--- config.mk ---
export PLATFORM = sky130hd
export DESIGN_NAME = casc_alu_top
export DESIGN_NICKNAME = d
export VERILOG_FILES = /design/src/rtl/casc_alu_pkg.sv /design/src/rtl/casc_alu_unit.sv /design/src/rtl/casc_alu_seq.sv /design/src/rtl/casc_alu_top.sv
export SDC_FILE = /design/constraint.sdc
export NUM_CORES = 1
export LEC_CHECK = 0
export BUFFER_PORTS_ARGS = -buffer_cell sky130_fd_sc_hd__buf_4
export CAP_MARGIN = 15
export CORE_MARGIN = 3
export CORE_UTILIZATION = 60
export CTS_CLUSTER_SIZE = 10
export DETAILED_ROUTE_END_ITERATION = 8
export PLACE_DENSITY = 0.82
export REMOVE_ABC_BUFFERS = 1
export SLEW_MARGIN = 20
export SYNTH_ARGS = -nofsm -noshare
export SYNTH_HDL_FRONTEND = slang
export SYNTH_HIERARCHICAL = 1
export SYNTH_SLANG_ARGS = --single-unit
export TNS_END_PERCENT = 10
--- constraint.sdc ---
create_clock -name clk -period 3.05 [get_ports clk]
set_input_delay 0.61 -clock clk [delete_from_list [all_inputs] [get_ports clk]]
set_output_delay 0.61 -clock clk [all_outputs]
set_load 0.005 [all_outputs]
--- src/rtl/casc_alu_pkg.sv ---
// Shared types for the cascaded serial ALU.
// Assumes 3-bit opcodes and a three-state sequencer.
package casc_alu_pkg;
    typedef enum logic [2:0] {
        OP_ADD   = 3'b000,
        OP_SUB   = 3'b001,
        OP_AND   = 3'b010,
        OP_OR    = 3'b011,
        OP_XOR   = 3'b100,
        OP_PASSA = 3'b101,
        OP_PASSB = 3'b110,
        OP_RSVD  = 3'b111
    } alu_op_e;

    typedef enum logic [1:0] {
        PH_IDLE = 2'b00,
        PH_EX0  = 2'b01,
        PH_EX1  = 2'b10
    } phase_e;
endpackage

--- src/rtl/casc_alu_unit.sv ---
// One-bit serial ALU slice with its carry/borrow flip-flop.
// Assumes operand bits arrive LSB first while en_i is high.
// clr_i has priority over en_i and zeroes the carry.
module casc_alu_unit
    import casc_alu_pkg::*;
(
    input  logic    clk,
    input  logic    rst_n,
    input  logic    clr_i,
    input  logic    en_i,
    input  alu_op_e op_i,
    input  logic    a_i,
    input  logic    b_i,
    output logic    y_o
);
    logic carry_q;
    logic carry_d;

    // Bit result and next carry for the selected operation
    always_comb begin
        carry_d = carry_q;
        case (op_i)
            OP_ADD: begin
                y_o     = a_i ^ b_i ^ carry_q;
                carry_d = (a_i & b_i) | (carry_q & (a_i ^ b_i));
            end
            OP_SUB: begin
                y_o     = a_i ^ b_i ^ carry_q;
                carry_d = (~a_i & b_i) | (~(a_i ^ b_i) & carry_q);
            end
            OP_AND:   y_o = a_i & b_i;
            OP_OR:    y_o = a_i | b_i;
            OP_XOR:   y_o = a_i ^ b_i;
            OP_PASSB: y_o = b_i;
            default:  y_o = a_i;
        endcase
    end

    // Carry/borrow register, cleared by reset or the clear strobe
    always_ff @(posedge clk) begin
        if (!rst_n || clr_i) carry_q <= 1'b0;
        else if (en_i)       carry_q <= carry_d;
    end

    a_r9_carry_cleared: assert property (@(posedge clk) disable iff (!rst_n)
        clr_i |=> (carry_q == 1'b0));

    a_r3_logic_keeps_carry: assert property (@(posedge clk) disable iff (!rst_n)
        (en_i && !clr_i && !(op_i inside {OP_ADD, OP_SUB})) |=> $stable(carry_q));
endmodule

--- src/rtl/casc_alu_seq.sv ---
// Sequencer for the two execute phases, W bit clocks each.
// Accepts start only when idle. clr_i aborts and returns to idle.
// done_o pulses for one cycle after the last bit of phase two.
module casc_alu_seq
    import casc_alu_pkg::*;
#(
    parameter int W = 8
) (
    input  logic   clk,
    input  logic   rst_n,
    input  logic   clr_i,
    input  logic   start_i,
    output phase_e phase_o,
    output logic   load_o,
    output logic   last_o,
    output logic   done_o
);
    localparam int CW = (W > 1) ? $clog2(W) : 1;

    phase_e        phase_q;
    logic [CW-1:0] cnt_q;

    assign phase_o = phase_q;
    assign last_o  = (cnt_q == CW'(W - 1));
    assign load_o  = start_i && !clr_i && (phase_q == PH_IDLE);

    // Phase and bit-counter progression
    always_ff @(posedge clk) begin
        if (!rst_n || clr_i) begin
            phase_q <= PH_IDLE;
            cnt_q   <= '0;
            done_o  <= 1'b0;
        end else begin
            done_o <= 1'b0;
            case (phase_q)
                PH_IDLE: begin
                    cnt_q <= '0;
                    if (load_o) phase_q <= PH_EX0;
                end
                PH_EX0: begin
                    if (last_o) begin
                        phase_q <= PH_EX1;
                        cnt_q   <= '0;
                    end else begin
                        cnt_q <= cnt_q + 1'b1;
                    end
                end
                PH_EX1: begin
                    if (last_o) begin
                        phase_q <= PH_IDLE;
                        cnt_q   <= '0;
                        done_o  <= 1'b1;
                    end else begin
                        cnt_q <= cnt_q + 1'b1;
                    end
                end
                default: phase_q <= PH_IDLE;
            endcase
        end
    end

    a_r7_done_single: assert property (@(posedge clk) disable iff (!rst_n)
        done_o |=> !done_o);

    a_r7_done_after_ex1: assert property (@(posedge clk) disable iff (!rst_n)
        done_o |-> ($past(phase_q) == PH_EX1));

    a_r11_clr_no_done: assert property (@(posedge clk) disable iff (!rst_n)
        clr_i |=> !done_o);
endmodule

--- src/rtl/casc_alu_top.sv ---
// Two serial ALUs in cascade. Unit A combines the forwarding buffer
// with src1, and unit B combines unit A's result with src2.
// Operands are captured on an accepted start and shifted LSB first.
// The final word goes to the destination and forwarding buffers.
// Assumes clr_i is pulsed before an instruction that needs zero carries.
module casc_alu_top
    import casc_alu_pkg::*;
#(
    parameter int W = 8
) (
    input  logic         clk,
    input  logic         rst_n,
    input  logic         clr_i,
    input  logic         start_i,
    input  logic [2:0]   op_a_i,
    input  logic [2:0]   op_b_i,
    input  logic [W-1:0] src1_i,
    input  logic [W-1:0] src2_i,
    output logic [W-1:0] result_o,
    output logic         done_o,
    output logic         zero_o
);
    phase_e phase;
    logic   load, last;
    logic   en_a, en_b;
    logic   y_a, y_b;

    alu_op_e      opa_q, opb_q;
    logic [W-1:0] s1_sh, s2_sh, fa_sh, mid_sh, res_sh;
    logic [W-1:0] fb_q, dst_q;
    logic         zacc_q, zero_q;

    assign en_a     = (phase == PH_EX0);
    assign en_b     = (phase == PH_EX1);
    assign result_o = dst_q;
    assign zero_o   = zero_q;

    casc_alu_seq #(.W(W)) i_seq (
        .clk     (clk),
        .rst_n   (rst_n),
        .clr_i   (clr_i),
        .start_i (start_i),
        .phase_o (phase),
        .load_o  (load),
        .last_o  (last),
        .done_o  (done_o)
    );

    casc_alu_unit i_unit_a (
        .clk   (clk),
        .rst_n (rst_n),
        .clr_i (clr_i),
        .en_i  (en_a),
        .op_i  (opa_q),
        .a_i   (fa_sh[0]),
        .b_i   (s1_sh[0]),
        .y_o   (y_a)
    );

    casc_alu_unit i_unit_b (
        .clk   (clk),
        .rst_n (rst_n),
        .clr_i (clr_i),
        .en_i  (en_b),
        .op_i  (opb_q),
        .a_i   (mid_sh[0]),
        .b_i   (s2_sh[0]),
        .y_o   (y_b)
    );

    // Opcode decoder state: latched on start, cleared by reset or clear
    always_ff @(posedge clk) begin
        if (!rst_n || clr_i) begin
            opa_q <= OP_ADD;
            opb_q <= OP_ADD;
        end else if (load) begin
            opa_q <= alu_op_e'(op_a_i);
            opb_q <= alu_op_e'(op_b_i);
        end
    end

    // Operand and intermediate shift registers
    always_ff @(posedge clk) begin
        if (!rst_n) begin
            s1_sh  <= '0;
            s2_sh  <= '0;
            fa_sh  <= '0;
            mid_sh <= '0;
            res_sh <= '0;
            zacc_q <= 1'b0;
        end else if (load) begin
            s1_sh  <= src1_i;
            s2_sh  <= src2_i;
            fa_sh  <= fb_q;
            zacc_q <= 1'b0;
        end else if (en_a && !clr_i) begin
            s1_sh  <= s1_sh >> 1;
            fa_sh  <= fa_sh >> 1;
            mid_sh <= {y_a, mid_sh[W-1:1]};
            zacc_q <= zacc_q | s1_sh[0];
        end else if (en_b && !clr_i) begin
            s2_sh  <= s2_sh >> 1;
            mid_sh <= mid_sh >> 1;
            res_sh <= {y_b, res_sh[W-1:1]};
        end
    end

    // Zero flag published at the end of phase one
    always_ff @(posedge clk) begin
        if (!rst_n)                         zero_q <= 1'b0;
        else if (en_a && last && !clr_i)    zero_q <= ~(zacc_q | s1_sh[0]);
    end

    // Destination and forwarding buffers loaded with the final word
    always_ff @(posedge clk) begin
        if (!rst_n) begin
            dst_q <= '0;
            fb_q  <= '0;
        end else if (en_b && last && !clr_i) begin
            dst_q <= {y_b, res_sh[W-1:1]};
            fb_q  <= {y_b, res_sh[W-1:1]};
        end
    end

    a_r6_fb_only_on_done: assert property (@(posedge clk) disable iff (!rst_n)
        (fb_q != $past(fb_q)) |-> done_o);

    a_r7_result_stable: assert property (@(posedge clk) disable iff (!rst_n)
        !done_o |-> $stable(result_o));

    a_r8_zero_at_boundary: assert property (@(posedge clk) disable iff (!rst_n)
        (zero_q != $past(zero_q)) |-> en_b);
endmodule

Word-level counts from Yosys, hierarchy flattened --
Index checks and enable logic that the tools add are counted.
Storage, ports and cells: register bits 64, input port bits 26, output and inout port bits 10, logic and storage cells 112
Operators by class: add/subtract/negate cells 1, equal/unequal tests 17, multiplexer cells 20, bitwise gates (word level) 28, reduce and logical (&&, ||, !) cells 31
Operators with widths (number):
- 2-to-1 mux 8 bit | 9
- equality test 3 bit, second input constant | 5
- equality test 3 x 2 -> 1 bit, second input constant | 4
- nonzero test 2 bit | 6
- case mux 1 bit (5 select lines) | 2
- OR reduction 2 bit | 5
- inverter 1 bit | 9
- bitwise AND 1 bit | 8
- logical AND 1 bit | 8
- AND reduction 2 bit | 4
- bitwise OR 1 bit | 7
- equality test 3 x 1 -> 1 bit, second input constant | 2
- zero test 3 bit | 2
- 2-to-1 mux 2 bit | 3
- case mux 2 bit (3 select lines) | 1
- case mux 3 bit (2 select lines) | 1
- AND reduction 3 bit | 2
- inequality test 2 x 1 -> 1 bit, second input constant | 2
- inequality test 2 bit, second input constant | 2
- case mux 1 bit (2 select lines) | 2
- XOR 1 bit | 4
- adder 3 x 1 -> 3 bit, second input constant | 1
- 2-to-1 mux 3 bit | 1
- equality test 2 x 1 -> 1 bit, second input constant | 1
- 5 further kinds | 6

Depth between registers and ports, before layout --
depth after elaboration 5, depth in mapped cells 8, depth with buffers taken out 7

Modules after synthesis --
The synthesis kept the hierarchy.
Modules (own cells, without submodules):
- casc_alu_top | times used 1, cells each 231, area each 2218.4 µm², sequential area each 1101.1 µm²
- casc_alu_unit | times used 2, cells each 21, area each 187.7 µm², sequential area each 20.0 µm²
- casc_alu_seq | times used 1, cells each 37, area each 359.1 µm², sequential area each 120.1 µm²

Least setup slack after synthesis --
No wires, ideal clock.
kind register to register, start point register i_seq.phase_q[0] (netlist: i_seq/phase_o[0]), end point register res_sh[1], setup time 128 ps, data arrival time 1872 ps, data required time 2922 ps, slack 1050 ps, cell stages (with the launch flop) 9, buffers on the path 2, period minus slack after synthesis 2000 ps, cell sequence dfxtp_1 > inv_1 > ha_1 > and3b_2 > clkbuf_1 > nor4b_1 > buf_4 > mux2i_1 > nor2_1
Between the ends: word-level cells in the longest chain between the ends 4, elaborated cells on any way between the ends 9, classes of those cells eq/ne: 2; bitwise: 2; reduce/logical: 5
RTL lines:
- from (decl) | line casc_alu_seq.sv:20 | phase_e phase_q;
- from (signal assigned) | line casc_alu_seq.sv:30 | phase_q <= PH_IDLE;
- from (signal assigned) | line casc_alu_seq.sv:38 | if (load_o) phase_q <= PH_EX0;
- from (signal assigned) | line casc_alu_seq.sv:42 | phase_q <= PH_EX1;
- zero test 2 bit | line casc_alu_seq.sv:25 | assign load_o = start_i && !clr_i && (phase_q == PH_IDLE);
- logical AND 1 bit | line casc_alu_seq.sv:25
- net load | line casc_alu_top.sv:24 | logic load, last;
- inverter 1 bit (no source line)
- AND reduction 3 bit (no source line)
- to (signal assigned) | line casc_alu_top.sv:104 | res_sh <= {y_b, res_sh[W-1:1]};
- to (decl) | line casc_alu_top.sv:29 | logic [W-1:0] s1_sh, s2_sh, fa_sh, mid_sh, res_sh;
The timed path passes the listed nets, and every way through them passes these cells. A chain may end at the register's enable or synchronous reset.

Final worst setup path --
start point register i_seq.phase_q[0] (netlist: i_seq/phase_o[0]), end point register s2_sh[6]
Between the ends: word-level cells in the longest chain between the ends 4, elaborated cells on any way between the ends 10, classes of those cells eq/ne: 3; mux: 1; reduce/logical: 6
RTL lines:
- zero test 2 bit (*) | line casc_alu_seq.sv:25
- logical AND 1 bit (*) | line casc_alu_seq.sv:25
- net load | line casc_alu_top.sv:24
- inequality test 2 x 1 -> 1 bit (no source line) or nonzero test 2 bit (tied branches)
- AND reduction 2 bit (no source line)
- to (signal assigned) | line casc_alu_top.sv:93 | s2_sh <= src2_i;
- to (signal assigned) | line casc_alu_top.sv:102 | s2_sh <= s2_sh >> 1;
- to (decl) | line casc_alu_top.sv:29
The timed path passes the listed nets; every way through them passes the cells marked *.

==> results.txt <==
run status -> completed
FP Rows -> 24
root buf cell -> clkbuf_8
core box area -> 4560 um^2
CTS H-Tree Depth -> 3
Max Slew Vio Count -> 0
critical path, cell by cell -> inv_1 -> ha_1 -> and3b_2 -> inv_1 -> o21ai_0 -> a21oi_1
Routed WL -> 5860 um
Die Span Y -> 76.2 um
CTS tree -> done
internal power -> 1.39 mW
Fin Setup TNS -> 0 ns
Crit path required time -> 3.30 ns
fmax -> 363 MHz
Comb pwr share -> 0.074
Via density -> 5.50
P_sw -> 0.430 mW
worst-margin pin slew -> 1.04 ns
Cell variety after synth -> 41
setup bufs post-CTS -> 0
Post-synth EDFFs -> 0
sequential share of power -> 0.476
Routed WL per cell -> 14.2 um
P_leak -> 1.35 nW
initial antenna violation count -> 0
global-route wire length before repair -> 10200 um
syn_area_per_cell -> 9.53 um^2
top cell family by delay on the critical path -> buffers and inverters
RePlAce Congestion -> 0.754
clock-pin slew on the worst setup and hold paths -> 0.07 ns
Clock Path Buffers -> 2
Starting DRT DRC Count -> 141
initial core utilization -> 0.647
Max-slew headroom -> 0.308
endpoints failing hold -> 0
CP Launch Type -> register
mapped cell area -> 2950 um^2
switch share -> 0.236
Power Density -> 529 nW/um^2
crit-path max cell delay -> 0.81 ns
RSZ-0062 raised after global routing -> false
worst skew pair latency -> 0.33 ns
slowest cell on the critical path -> inv_1
VDD IR max -> 0.000356 V
Vias -> 2260
Seq/Total Area, Yosys -> 0.427
fillcell total -> 350
Post-route DRC -> 0
GRT Total Usage -> 0.217
Buf/Inv on CP -> 2
Final ANT Viol Nets -> 0
largest net degree at the start of global routing -> 54
Die Area -> 5800 um^2
CP Class -> reg2reg
CTS sink cnt -> 63
Yosys top cell by area -> dfxtp_1
Area Overhead vs Synth -> 16.9%
minimum clock period -> 2.75 ns
nets -> 382
worst hold path class -> reg2reg
ANT cells -> 0
Detail Placement HPWL -> 3780 um
#FFs+latches synth -> 63
Max-Cap Viols -> 0
worst-path maximum fanout -> 42
top_reg_cell synth -> dfxtp_1
CP most frequent cell -> inv_1
vias in the first global route -> 2139
Post-Syn Instances -> 310
Post-Route Utilization -> 0.756
Clk pwr share -> 0.451
fraction of registers with async set or reset after synthesis -> 0
Synth area leaders -> dfxtp_1 43%, mux2i_1 15%, a21oi_1 5.3%
most common cell after layout, fill and taps aside -> dfxtp_1
Yosys warning count -> 6
final worst path period share -> 0.903
Die X -> 76.2 um
I/O pins -> 36
most frequent cells in the layout -> 63 x dfxtp_1, 44 x mux2i_1, 38 x buf_4
Hold Buf Count CTS -> 0
Num CTS Buffers -> 9
DRT Pass-1 Iters -> 4
GR Overflow Total -> 0
Final setup viols -> 0
clock skew -> 0.00491 ns
CP arrival -> 3.01 ns
PostCTS Resize Cnt -> 0
fraction of layout cells with a size suffix above 1 -> 0.182
CP Capture Type -> register
Synth top area share -> 0.427
port bufs -> 35
-- metrics by stage --
stage | total power, mW | area, um^2 | hold WS, ns | worst slack (ns) | cells
after floorplan | 0.959 | 2850 | 0.436 | 0.253 | 292
after global placement | 1.01 | 3220 | 0.447 | 0.605 | 395
after detailed placement | 1.02 | 3220 | 0.453 | 0.357 | 395
after CTS | 1.84 | 3450 | 0.463 | 0.300 | 411
after global routing | 1.90 | 3450 | 0.489 | 0.0528 | 411
final | 1.82 | 3450 | 0.462 | 0.296 | 411
-- power groups by stage --
stage               registers [mW]  logic, mW  clock network (mW)
finish                       0.868      0.134               0.823
global route                 0.871      0.152               0.873
CTS                          0.868      0.135               0.839
detailed placement           0.886      0.132                   0
global placement             0.884      0.127                   0
floorplan                    0.880     0.0795                   0
-- cell type report --
| cell class | count | area (um^2) | area share |
|---|---|---|---|
| clock buffers | 10 | 138 | 0.0399 |
| clock inverters | 6 | 92.6 | 0.0268 |
| inverters | 10 | 37.5 | 0.0109 |
| multi-input cells | 219 | 1560 | 0.451 |
| flip-flops and latches | 63 | 1260 | 0.365 |
| well taps | 65 | 81.3 | 0.0236 |
| repair buffers | 38 | 285 | 0.0826 |
-- cells by family after synthesis --
group / after synthesis / share of synthesized area
buf+inv: 28 / 0.0479
simple gates: 82 / 0.148
fa+ha+maj: 15 / 0.0737
mux: 44 / 0.149
compound gates: 78 / 0.154
flops: 63 / 0.427
-- Yosys cell counts, types with 2 or more instances --
cell	number
nand2_1	25
nor2b_1	3
fa_1	4
a2bb2oi_1	2
clkbuf_1	9
o21a_1	2
nand3b_1	2
inv_1	10
nor2_1	21
o21ai_0	29
mux2i_1	44
ha_1	11
a21oi_1	31
nor3_1	5
o31ai_1	2
nand3_1	8
and2b_1	3
a31oi_1	3
dfxtp_1	63
buf_2	4
a2111oi_1	2
nand2b_1	3
nor3b_2	3
buf_4	2
or3b_1	3
-- path summary, 6_finish.rpt --
check,end,slack [ns],from,cells past startpoint
max,s2_sh[6],0.30,i_seq/phase_o[0],6
min,i_seq/cnt_q[2],0.46,i_seq/cnt_q[2],2
max reg2reg,s2_sh[6],0.30,i_seq/phase_o[0],6
min reg2reg,i_seq/cnt_q[2],0.46,i_seq/cnt_q[2],2
-- flip-flops by register name (all words and copies together), names as in the netlist, 7 cells and up --
register / cells
res_sh: 7
fa_sh: 8
mid_sh: 8
s2_sh: 8
s1_sh: 8
result_o: 8
-- worst register-to-register path, stage by stage (launching register included) --
cell,delay (ns)
dfxtp_1,0.61
inv_1,0.13
ha_1,0.25
and3b_2,0.38
inv_1,0.82
o21ai_0,0.30
a21oi_1,0.20
-- metal layers --
layer	up-vias	global-route usage	routed length [um]
met5	-	0	0
met4	0	0.103	53
met3	5	0.0437	293
met2	56	0.343	2830
met1	1046	0.285	2680
li1	1153	-	-
(Power assumes the default switching activity.)
